### src/rtl/zcd_pkg.sv
`timescale 1ns/1ps
package zcd_pkg;

    localparam int BYTE_W     = 8;
    localparam int REG_ADDR_W = 5;
    localparam int SLEEP_BIT  = 4;

    localparam logic [BYTE_W-1:0] OP_MAIN_RESET = 8'h1B;
    localparam logic [BYTE_W-1:0] OP_START      = 8'h08;
    localparam logic [BYTE_W-1:0] OP_SAMPLE     = 8'h10;
    localparam logic [BYTE_W-1:0] OP_READPIX    = 8'h02;
    localparam logic [BYTE_W-1:0] OP_ABORT      = 8'h19;
    localparam logic [BYTE_W-1:0] OP_HOLD       = 8'h12;
    localparam logic [BYTE_W-1:0] OP_HOLD_START = 8'h16;

    localparam logic [2:0] CLS_WRITE = 3'b010;
    localparam logic [2:0] CLS_READ  = 3'b011;

    typedef enum logic {
        DEC_IDLE,
        DEC_WDATA
    } dec_state_e;

    typedef enum logic [2:0] {
        RB_IDLE,
        RB_WAIT,
        RB_START,
        RB_DATA,
        RB_STOP
    } rb_state_e;

    typedef struct packed {
        logic rst;
        logic start;
        logic sample;
        logic readpix;
        logic abort;
    } act_t;

    function automatic act_t decode_action(input logic [BYTE_W-1:0] b);
        act_t a;
        a = '0;
        case (b)
            OP_MAIN_RESET: a.rst     = 1'b1;
            OP_START:      a.start   = 1'b1;
            OP_SAMPLE:     a.sample  = 1'b1;
            OP_READPIX:    a.readpix = 1'b1;
            OP_ABORT:      a.abort   = 1'b1;
            OP_HOLD: begin
                a.sample  = 1'b1;
                a.readpix = 1'b1;
            end
            OP_HOLD_START: begin
                a.sample  = 1'b1;
                a.readpix = 1'b1;
                a.start   = 1'b1;
            end
            default: a = '0;
        endcase
        return a;
    endfunction

endpackage

### src/rtl/zcd_decode.sv
`timescale 1ns/1ps
module zcd_decode
    import zcd_pkg::*;
(
    input  logic                  clk,
    input  logic                  rst_n,
    input  logic                  rx_valid,
    input  logic [BYTE_W-1:0]     rx_byte,
    input  logic                  rx_break,
    output act_t                  act_q,
    output logic                  wr_en,
    output logic [REG_ADDR_W-1:0] wr_addr,
    output logic [BYTE_W-1:0]     wr_data,
    output logic                  rd_req,
    output logic [REG_ADDR_W-1:0] rd_addr,
    output logic                  rb_cancel,
    output logic                  pend
);

    dec_state_e            state, nxt;
    logic [REG_ADDR_W-1:0] addr_q, addr_d;
    act_t                  act_d;

    // state register
    always_ff @(posedge clk or negedge rst_n) begin
        if (!rst_n) begin
            state  <= DEC_IDLE;
            addr_q <= '0;
        end else begin
            state  <= nxt;
            addr_q <= addr_d;
        end
    end

    // next state and command classification
    always_comb begin
        nxt    = state;
        addr_d = addr_q;
        act_d  = '0;
        wr_en  = 1'b0;
        rd_req = 1'b0;
        if (rx_break) begin
            nxt = DEC_IDLE;
        end else if (rx_valid) begin
            unique case (state)
                DEC_IDLE: begin
                    if (rx_byte[7:5] == CLS_WRITE) begin
                        nxt    = DEC_WDATA;
                        addr_d = rx_byte[REG_ADDR_W-1:0];
                    end else if (rx_byte[7:5] == CLS_READ) begin
                        rd_req = 1'b1;
                    end else begin
                        act_d = decode_action(rx_byte);
                    end
                end
                DEC_WDATA: begin
                    wr_en = 1'b1;
                    nxt   = DEC_IDLE;
                end
            endcase
        end
    end

    // registered strobes
    always_ff @(posedge clk or negedge rst_n) begin
        if (!rst_n) act_q <= '0;
        else        act_q <= act_d;
    end

    assign wr_addr   = addr_q;
    assign wr_data   = rx_byte;
    assign rd_addr   = rx_byte[REG_ADDR_W-1:0];
    assign rb_cancel = rx_break | act_d.rst;
    assign pend      = (state == DEC_WDATA);

endmodule

### src/rtl/zcd_regfile.sv
`timescale 1ns/1ps
module zcd_regfile
    import zcd_pkg::*;
#(
    parameter int                    N_ZONES   = 3,
    parameter int                    OFS_W     = 8,
    parameter int                    GAIN_W    = 5,
    parameter logic [REG_ADDR_W-1:0] MODE_ADDR = 5'h1F
) (
    input  logic                      clk,
    input  logic                      rst_n,
    input  logic                      wr_en,
    input  logic [REG_ADDR_W-1:0]     wr_addr,
    input  logic [BYTE_W-1:0]         wr_data,
    input  logic [REG_ADDR_W-1:0]     rd_addr,
    output logic [BYTE_W-1:0]         rd_data,
    output logic [N_ZONES*OFS_W-1:0]  zone_offset,
    output logic [N_ZONES*GAIN_W-1:0] zone_gain,
    output logic [BYTE_W-1:0]         mode_q
);

    logic [BYTE_W-1:0] zone_rd [N_ZONES];

    for (genvar z = 0; z < N_ZONES; z++) begin : g_zone
        localparam logic [REG_ADDR_W-1:0] A_OFS  = REG_ADDR_W'(2 * z);
        localparam logic [REG_ADDR_W-1:0] A_GAIN = REG_ADDR_W'(2 * z + 1);

        logic [OFS_W-1:0]  ofs_r;
        logic [GAIN_W-1:0] gain_r;

        // gain and offset are left uninitialised by reset
        always_ff @(posedge clk) begin
            if (wr_en && wr_addr == A_OFS)  ofs_r  <= wr_data[OFS_W-1:0];
            if (wr_en && wr_addr == A_GAIN) gain_r <= wr_data[GAIN_W-1:0];
        end

        assign zone_offset[z*OFS_W +: OFS_W]  = ofs_r;
        assign zone_gain[z*GAIN_W +: GAIN_W] = gain_r;
        assign zone_rd[z] = (rd_addr == A_OFS)  ? BYTE_W'(ofs_r)  :
                            (rd_addr == A_GAIN) ? BYTE_W'(gain_r) : '0;
    end

    always_ff @(posedge clk or negedge rst_n) begin
        if (!rst_n)                          mode_q <= '0;
        else if (wr_en && wr_addr == MODE_ADDR) mode_q <= wr_data;
    end

    always_comb begin
        rd_data = (rd_addr == MODE_ADDR) ? mode_q : '0;
        for (int z = 0; z < N_ZONES; z++) rd_data = rd_data | zone_rd[z];
    end

endmodule

### src/rtl/zcd_readback.sv
`timescale 1ns/1ps
module zcd_readback
    import zcd_pkg::*;
#(
    parameter int RB_DELAY = 4
) (
    input  logic              clk,
    input  logic              rst_n,
    input  logic              req,
    input  logic [BYTE_W-1:0] data,
    input  logic              cancel,
    output logic              sdout,
    output logic              busy
);

    localparam int CNT_MAX = (RB_DELAY > BYTE_W) ? RB_DELAY : BYTE_W;
    localparam int CNT_W   = $clog2(CNT_MAX + 1);

    rb_state_e         state;
    logic [CNT_W-1:0]  cnt;
    logic [BYTE_W-1:0] shreg;
    logic              ser_bit;

    // state register with delay and bit counting
    always_ff @(posedge clk or negedge rst_n) begin
        if (!rst_n) begin
            state <= RB_IDLE;
            cnt   <= '0;
            shreg <= '0;
        end else if (cancel) begin
            state <= RB_IDLE;
            cnt   <= '0;
        end else if (req) begin
            state <= RB_WAIT;
            cnt   <= CNT_W'(RB_DELAY - 1);
            shreg <= data;
        end else begin
            unique case (state)
                RB_IDLE: ;
                RB_WAIT: begin
                    if (cnt == '0) state <= RB_START;
                    else           cnt   <= cnt - 1'b1;
                end
                RB_START: begin
                    state <= RB_DATA;
                    cnt   <= CNT_W'(BYTE_W - 1);
                end
                RB_DATA: begin
                    shreg <= shreg >> 1;
                    if (cnt == '0) state <= RB_STOP;
                    else           cnt   <= cnt - 1'b1;
                end
                RB_STOP: state <= RB_IDLE;
                default: state <= RB_IDLE;
            endcase
        end
    end

    // output decode
    always_comb begin
        unique case (state)
            RB_START: ser_bit = 1'b0;
            RB_DATA:  ser_bit = shreg[0];
            default:  ser_bit = 1'b1;
        endcase
    end

    // falling-edge retiming of the line
    always_ff @(negedge clk or negedge rst_n) begin
        if (!rst_n) sdout <= 1'b1;
        else        sdout <= ser_bit;
    end

    assign busy = (state != RB_IDLE);

endmodule

### src/rtl/zone_cmd_decoder.sv
`timescale 1ns/1ps
module zone_cmd_decoder
    import zcd_pkg::*;
#(
    parameter int                    N_ZONES   = 3,
    parameter int                    OFS_W     = 8,
    parameter int                    GAIN_W    = 5,
    parameter int                    RB_DELAY  = 4,
    parameter logic [REG_ADDR_W-1:0] MODE_ADDR = 5'h1F
) (
    input  logic                      clk,
    input  logic                      rst_n,
    input  logic                      rx_valid,
    input  logic [7:0]                rx_byte,
    input  logic                      rx_break,
    output logic                      act_reset,
    output logic                      act_start_int,
    output logic                      act_sample,
    output logic                      act_read,
    output logic                      act_abort,
    output logic [N_ZONES*OFS_W-1:0]  zone_offset,
    output logic [N_ZONES*GAIN_W-1:0] zone_gain,
    output logic [7:0]                mode_reg,
    output logic                      sleep,
    output logic                      sdout
);

    act_t                  act_q;
    logic                  wr_en, rd_req, rb_cancel, wr_pending, rb_busy;
    logic [REG_ADDR_W-1:0] wr_addr, rd_addr;
    logic [BYTE_W-1:0]     wr_data, rd_data;

    zcd_decode i_decode (
        .clk       (clk),
        .rst_n     (rst_n),
        .rx_valid  (rx_valid),
        .rx_byte   (rx_byte),
        .rx_break  (rx_break),
        .act_q     (act_q),
        .wr_en     (wr_en),
        .wr_addr   (wr_addr),
        .wr_data   (wr_data),
        .rd_req    (rd_req),
        .rd_addr   (rd_addr),
        .rb_cancel (rb_cancel),
        .pend      (wr_pending)
    );

    zcd_regfile #(
        .N_ZONES   (N_ZONES),
        .OFS_W     (OFS_W),
        .GAIN_W    (GAIN_W),
        .MODE_ADDR (MODE_ADDR)
    ) i_regfile (
        .clk         (clk),
        .rst_n       (rst_n),
        .wr_en       (wr_en),
        .wr_addr     (wr_addr),
        .wr_data     (wr_data),
        .rd_addr     (rd_addr),
        .rd_data     (rd_data),
        .zone_offset (zone_offset),
        .zone_gain   (zone_gain),
        .mode_q      (mode_reg)
    );

    zcd_readback #(
        .RB_DELAY (RB_DELAY)
    ) i_readback (
        .clk    (clk),
        .rst_n  (rst_n),
        .req    (rd_req),
        .data   (rd_data),
        .cancel (rb_cancel),
        .sdout  (sdout),
        .busy   (rb_busy)
    );

    assign act_reset     = act_q.rst;
    assign act_start_int = act_q.start;
    assign act_sample    = act_q.sample;
    assign act_read      = act_q.readpix;
    assign act_abort     = act_q.abort;
    assign sleep         = mode_reg[SLEEP_BIT];

endmodule

### config.mk
export PLATFORM = sky130hd
export DESIGN_NAME = zone_cmd_decoder
export DESIGN_NICKNAME = d
export VERILOG_FILES = /design/src/rtl/zcd_pkg.sv /design/src/rtl/zcd_decode.sv /design/src/rtl/zcd_regfile.sv /design/src/rtl/zcd_readback.sv /design/src/rtl/zone_cmd_decoder.sv
export SDC_FILE = /design/constraint.sdc
export NUM_CORES = 1
export LEC_CHECK = 0
export ABC_AREA = 1
export BUFFER_PORTS_ARGS = -buffer_cell sky130_fd_sc_hd__buf_2
export CORE_UTILIZATION = 40
export DETAILED_ROUTE_END_ITERATION = 8
export GPL_TIMING_DRIVEN = 0
export PLACE_DENSITY = 0.58
export SLEW_MARGIN = 15
export SYNTH_ARGS = -nofsm -noshare
export SYNTH_HDL_FRONTEND = slang
export SYNTH_SLANG_ARGS = --single-unit
### constraint.sdc
create_clock -name clk -period 3.7 [get_ports clk]
set_clock_uncertainty 0.15 [all_clocks]
set_input_delay 0.74 -clock clk [delete_from_list [all_inputs] [get_ports clk]]
set_output_delay 0.74 -clock clk [all_outputs]
set_load 0.03 [all_outputs]
==> run_results.csv, run 1 <==
group,metric,value,unit
status,violations_in_the_final_reports,"setup timing",
clocking,ctsLongestPathBuffers,2,
timing,tightest_slew,1.026,ns
floorplanning,dieArea,9274,um2
place,dp_cells,556,
clocking,cts_tree,"yes",
drt,drc,0,
synthesis,syn-mean-instance-area,9.312,um2
critical_path,reg2reg_depth,2,
floorplanning,fp.dieH,96.30,um
drt,via_per_inst,5.166,
drt,first_iter_violations,152,
floorplanning,die_w,96.30,um
synthesis,synthesis.instances,382,
clocking,worst_skew_pair.late_latency,0.36,ns
timing,timing.final.setup_violations,1,
global_routing,maximum_number_of_pins_on_one_net_before_global_route_repair,36,
synthesis,synth_sequential_area_ratio,0.5758,
floorplanning,io_pins,66,
global_routing,globalRouteOverflowTotal,0,
synthesis,netlist_area,3557,um2
run,max_cap_violations,0,
drt,ant_nets,0,
drt,detailedRoute.firstPassIterationCount,4,
drt,detailroute.via_count,2955,
drt,wl_per_cell,16.55,um
clocking,cts_root_buffer,"sky130_fd_sc_hd__clkbuf_8",
layout,layout.cells.most_common_list,"sky130_fd_sc_hd__nand2_1, sky130_fd_sc_hd__buf_2, sky130_fd_sc_hd__nor2_1",
clocking,cts-htree-levels,3,
place,gp_congestion,0.8477,
clocking,cts-buffers-inserted,9,
critical_path,r2r_start,"i_readback.state[1]",
timing,slew-limit-headroom,0.3136,
place,hpwlAfterDp,6.869,mm
global_routing,total_global_route_track_usage,0.2126,
critical_path,timing.critical_path.to_type,"output pin",
timing,post_route_worst_setup_slack,-0.05863,ns
floorplanning,placementRows,34,
critical_path,worstPathArrival,2.87,ns
synthesis,postSynthNetCount,395,
synthesis,synth_cell_types,28,
critical_path,critPathMaxStageDelay,0.51,ns
layout,filler_cell_count,860,
global_routing,grt_first_pass_wirelength,14.25,mm
power_and_ir_drop,power.density_cell_area,453.8,nW/um2
global_routing,antenna_violations_before_repair,0,
critical_path,crit_path_cell_trace,"buf_6",
clocking,clk_pin_slew,0.08,ns
synthesis,yosysWarnings,0,
critical_path,crit_buf_inv,1,
layout,final-seq-area,2048,um2
critical_path,worst_setup_path_startpoint,"i_readback.sdout",
synthesis,synth_seq_cells,74,
critical_path,worst-path-stages,1,
power_and_ir_drop,leak_pwr,1.911,nW
critical_path,timing.critical_path.slowest_stage_cell,"sky130_fd_sc_hd__dfstp_2",
timing,hold_violations,0,
floorplanning,initial_core_util,0.4099,
layout,layout_commonest_cell,"sky130_fd_sc_hd__nand2_1",
worst_hold_path,hold_wc_path_type,"in -> async",
critical_path,setup.worst_path.start_class,"flip-flop",
critical_path,critical_path.endpoint,"sdout",
critical_path,setup.worst_path.class,"reg -> out",
layout,antennaDiodeCount,0,
status,outcome,"finished, violations left",
power_and_ir_drop,irDropWorstVdd,0.1939,mV
timing,grt_setup_unrepaired,"true",
critical_path,crit-reg2reg-capture,"i_readback.sdout",
critical_path,critical_path.max_fanout,1,
layout,layout-area-overhead-vs-synth,19.03,%
timing,fin_setup_tns,-0.05863,ns
floorplanning,design.core.area,8678,um2
clocking,numClockSinks,74,
critical_path,top_family_by_delay_on_critical_path,"flip-flops",
global_routing,vias_in_the_first_global_route,2791,
timing,final-max-slew-violation-count,0,
layout,instances_no_fill,572,
critical_path,r2r_slack,0.91,ns
layout,nets,472,
critical_path,cp_data_required_time,2.81,ns
place,place_area,4035,um2
layout,layout-drive-gt1-share,0.2866,
drt,totalWireLength,9.465,mm
place,port-buffer-count,65,
layout,final_cell_area,4234,um2
layout,footprint_of_the_multi_input_gates,1319,um2
==> stage by stage <==
stage               total power [mW]  utilization  setup slack [ns]  hold slack, ns
CTS                            1.923       0.4879          -0.06105          0.3373
floorplan                      1.201            -            0.3717          0.2944
detailed placement             1.292       0.4650            0.2868          0.3170
global placement               1.281       0.4629            0.2865          0.3150
global route                   2.003       0.4879          -0.07542          0.3648
finish                         1.921       0.4879          -0.05863          0.3105
==> kinds of logic (layout without fill, tap and decap cells) <==
family | Yosys count | in the layout | synth area share
AO/OA/AOI/OAI | 20 | 20 | 0.03905
AND/OR/NAND/NOR | 243 | 243 | 0.3229
flip-flops | 74 | 74 | 0.5758
adder cells (fa/ha/maj) | 1 | 1 | 0.003517
buffers and inverters | 43 | 125 | 0.05628
XOR/XNOR | 1 | 1 | 0.002463
==> final cells by class <==
type / instances / area share
timing repair buffer: 66 / 0.08008
buffer: 12 / 0.01980
sequential: 74 / 0.4837
tap: 108 / 0.03191
inverter: 30 / 0.02660
clock buffer: 10 / 0.03014
clock inverter: 7 / 0.01625
multi-input combinational: 265 / 0.3115
==> worst min path at each step <==
stage                        start             endpoint  cells past startpoint
2_1_floorplan                rst_n    i_decode.act_q[0]                      0
3_3_place_gp   i_readback.shreg[1]  i_readback.shreg[1]                      2
3_5_place_dp   i_readback.shreg[2]  i_readback.shreg[2]                      2
4_1_cts                      rst_n    i_readback.cnt[1]                      1
5_1_grt        i_readback.shreg[1]  i_readback.shreg[1]                      2
6_report                     rst_n    i_readback.cnt[1]                      1
==> cells in the mapped netlist, drive strengths merged <==
master  instances  share of area
a211o           1         0.0025
o31ai           1         0.0021
nor3            8          0.011
nor4            1         0.0035
buf            11          0.023
nand3          44          0.070
nor2           59          0.077
nand2         105           0.12
xnor2           1         0.0025
edfxtp         39           0.33
a21oi           2         0.0028
dfrtp          34           0.24
clkbuf          1         0.0011
dfstp           1         0.0074
o21ai          14          0.028
ha              1         0.0035
nand4          26          0.046
inv            31          0.033
a31oi           2         0.0035
==> where the power goes <==
group | internal, mW | total (mW) | switching (mW)
sequential | 0.917 | 0.957 | 0.0400
combinational | 0.107 | 0.322 | 0.215
clock | 0.314 | 0.642 | 0.328
total | 1.34 | 1.92 | 0.583
==> registers in the layout (all words and copies together) (netlist names) <==
| name | cells |
|---|---|
| i_regfile.mode_q | 8 |
| i_decode.pend | 1 |
| i_decode.wr_addr | 5 |
| i_regfile.g_zone.gain_r | 15 |
| i_readback.shreg | 8 |
| i_readback.sdout | 1 |
| i_decode.act_q | 5 |
| i_readback.state | 3 |
| i_readback.cnt | 4 |
| i_regfile.g_zone.ofs_r | 24 |
==> metal layers <==
metal	global-route usage	vias to the layer above	wire, um
met2	0.3416	94	4494
met3	0.04028	11	547
li1	-	1440	-
met5	0	-	0
met1	0.2894	1410	4322
met4	0.06863	0	102
==> repair_timing <==
item / CTS / global route
resized for setup: 2 / 0
endpoints found under the setup margin: 1 / 1
pin swaps: 0 / 0
hold buffers: 0 / 0
buffers inserted: 0 / 0
Note: power is estimated with default switching activity, not from simulation.
==> inputs of run 2 (changes only) <==
- PLACE_DENSITY: 0.58 -> 0.6
- clock period: 3.7 -> 3.2 ns (I/O delays scaled with it)
==> run_results.csv, run 2 (synthesized netlist as in run 1, its figures left out) <==
group,metric,value,unit
floorplanning,die_w,96.30,um
timing,final-max-slew-violation-count,0,
layout,flip_flop_count_of_the_largest_register_all_copies_and_words_added,24,
global_routing,total_global_route_track_usage,0.2173,
floorplanning,dieArea,9274,um2
critical_path,critPathMaxStageDelay,0.51,ns
global_routing,grt_first_pass_wirelength,14.53,mm
clocking,postCtsSetupRepairBufs,0,
place,place_area,4028,um2
drt,ant_nets,0,
layout,layout_commonest_cell,"sky130_fd_sc_hd__nand2_1",
layout,layout-area-overhead-vs-synth,19.77,%
floorplanning,fp.dieH,96.30,um
run,max_cap_violations,0,
drt,detailedRoute.firstPassIterationCount,5,
power_and_ir_drop,leak_pwr,1.919,nW
timing,slew-limit-headroom,0.4102,
worst_hold_path,hold_wc_path_type,"in -> async",
clocking,ctsLongestPathBuffers,2,
place,pre_cts_ws,0.1353,ns
drt,totalWireLength,9.335,mm
layout,registers.top_by_ff_count,"i_regfile.g_zone.ofs_r",
global_routing,antenna_violations_before_repair,0,
drt,first_iter_violations,173,
critical_path,critical_path.max_fanout,1,
layout,footprint_of_the_multi_input_gates,1319,um2
floorplanning,initial_core_util,0.4099,
power_and_ir_drop,fin_total_pwr,2.327,mW
timing,post_route_worst_setup_slack,-0.2202,ns
global_routing,maximum_number_of_pins_on_one_net_before_global_route_repair,36,
critical_path,cp_data_required_time,2.41,ns
clocking,cts-htree-levels,3,
critical_path,worstPathArrival,2.63,ns
status,violations_in_the_final_reports,"setup timing",
drt,wl_per_cell,16.35,um
layout,finish.utilization,0.4909,
place,port-buffer-count,65,
place,gp_congestion,0.8870,
clocking,cts-buffers-inserted,9,
clocking,worst_skew_pair.late_latency,0.36,ns
floorplanning,placementRows,34,
global_routing,globalRouteOverflowTotal,0,
status,outcome,"finished, violations left",
clocking,numClockSinks,74,
layout,filler_cell_count,852,
power_and_ir_drop,power.density_cell_area,546.3,nW/um2
critical_path,timing.critical_path.to_type,"output pin",
layout,largestRegisters,"i_regfile.g_zone.ofs_r (24), i_regfile.g_zone.gain_r (15)",
critical_path,timing.critical_path.slowest_stage_cell,"sky130_fd_sc_hd__dfstp_2",
layout,final-seq-area,2048,um2
timing,finalHoldWorstSlack,0.1969,ns
place,hpwlAfterDp,6.765,mm
floorplanning,io_pins,66,
clocking,clk_pin_slew,0.08,ns
critical_path,setup.worst_path.class,"reg -> out",
drt,detailroute.via_count,2956,
timing,tightest_slew,0.8798,ns
timing,hold_violations,0,
critical_path,setup.worst_path.start_class,"flip-flop",
clocking,cts_root_buffer,"sky130_fd_sc_hd__clkbuf_8",
power_and_ir_drop,irDropWorstVdd,0.2029,mV
layout,final_cell_area,4260,um2
drt,drc,0,
clocking,cts_tree,"yes",
timing,grt_setup_unrepaired,"true",
layout,layout.cells.most_common_list,"sky130_fd_sc_hd__nand2_1, sky130_fd_sc_hd__buf_2, sky130_fd_sc_hd__nor2_1",
global_routing,vias_in_the_first_global_route,2795,
layout,layout-drive-gt1-share,0.2873,
clocking,cts.hold.buffers_added,0,
timing,timing.final.setup_violations,1,
layout,antennaDiodeCount,0,
layout,nets,471,
critical_path,crit_path_cell_trace,"buf_6",
critical_path,top_family_by_delay_on_critical_path,"flip-flops",
floorplanning,design.core.area,8678,um2
critical_path,crit_buf_inv,1,
drt,via_per_inst,5.177,
-- run 2: cell count changes in the layout (fill, tap and decap cells not counted) --
| cell | change |
|---|---|
| sky130_fd_sc_hd__clkinv_2 | -2 |
| sky130_fd_sc_hd__clkinv_4 | +2 |
| sky130_fd_sc_hd__bufinv_16 | +1 |
| sky130_fd_sc_hd__clkbuf_1 | -1 |
| sky130_fd_sc_hd__buf_4 | -1 |
-- run 2: power by group --
group	switching (mW)	internal [mW]
Clock	0.400	0.447
Combinational	0.250	0.124
Sequential	0.0464	1.06
Total	0.696	1.63
-- run 2: path summary, 6_finish.rpt --
kind | startpoint | endpoint | slack [ns] | cells after the start
max in group asynchronous | rst_n | i_readback.sdout | 0.68 | 1
setup / recovery | i_readback.sdout | sdout | -0.22 | 1
hold / removal | rst_n | i_readback.cnt[3] | 0.20 | 1
hold reg to reg | i_readback.shreg[4] | i_readback.shreg[4] | 0.34 | 2
setup reg to reg | i_readback.state[1] | i_readback.sdout | 0.66 | 2
min in group clk | i_readback.shreg[4] | i_readback.shreg[4] | 0.34 | 2
-- run 2: layout make-up --
type,instances,share of cell area
Inverter,30,0.02643
Multi-Input combinational cell,265,0.3095
Tap cell,108,0.03172
Timing Repair Buffer,65,0.07783
Clock inverter,8,0.02496
Clock buffer,9,0.02907
Sequential cell,74,0.4808
Buffer,12,0.01968
-- run 2: timing repair --
item                                    in CTS  in global routing
resized for setup                            2                  0
hold endpoints to repair                     0                  0
endpoints found under the setup margin       1                  1
-- run 2: per-layer routing --
layer | part of all wire | GRT usage | vias up
li1 | - | - | 1439
met1 | 0.45 | 0.2916 | 1388
met2 | 0.47 | 0.3511 | 117
met3 | 0.060 | 0.03949 | 12
met4 | 0.013 | 0.07966 | 0
met5 | 0 | 0 | -
-- run 2: stage by stage --
step	instances	TNS (ns)
after global routing	571	-0.2554
final	571	-0.2202
after detailed placement	555	0
after floorplan	382	0
after CTS	571	-0.2265
after global placement	555	0
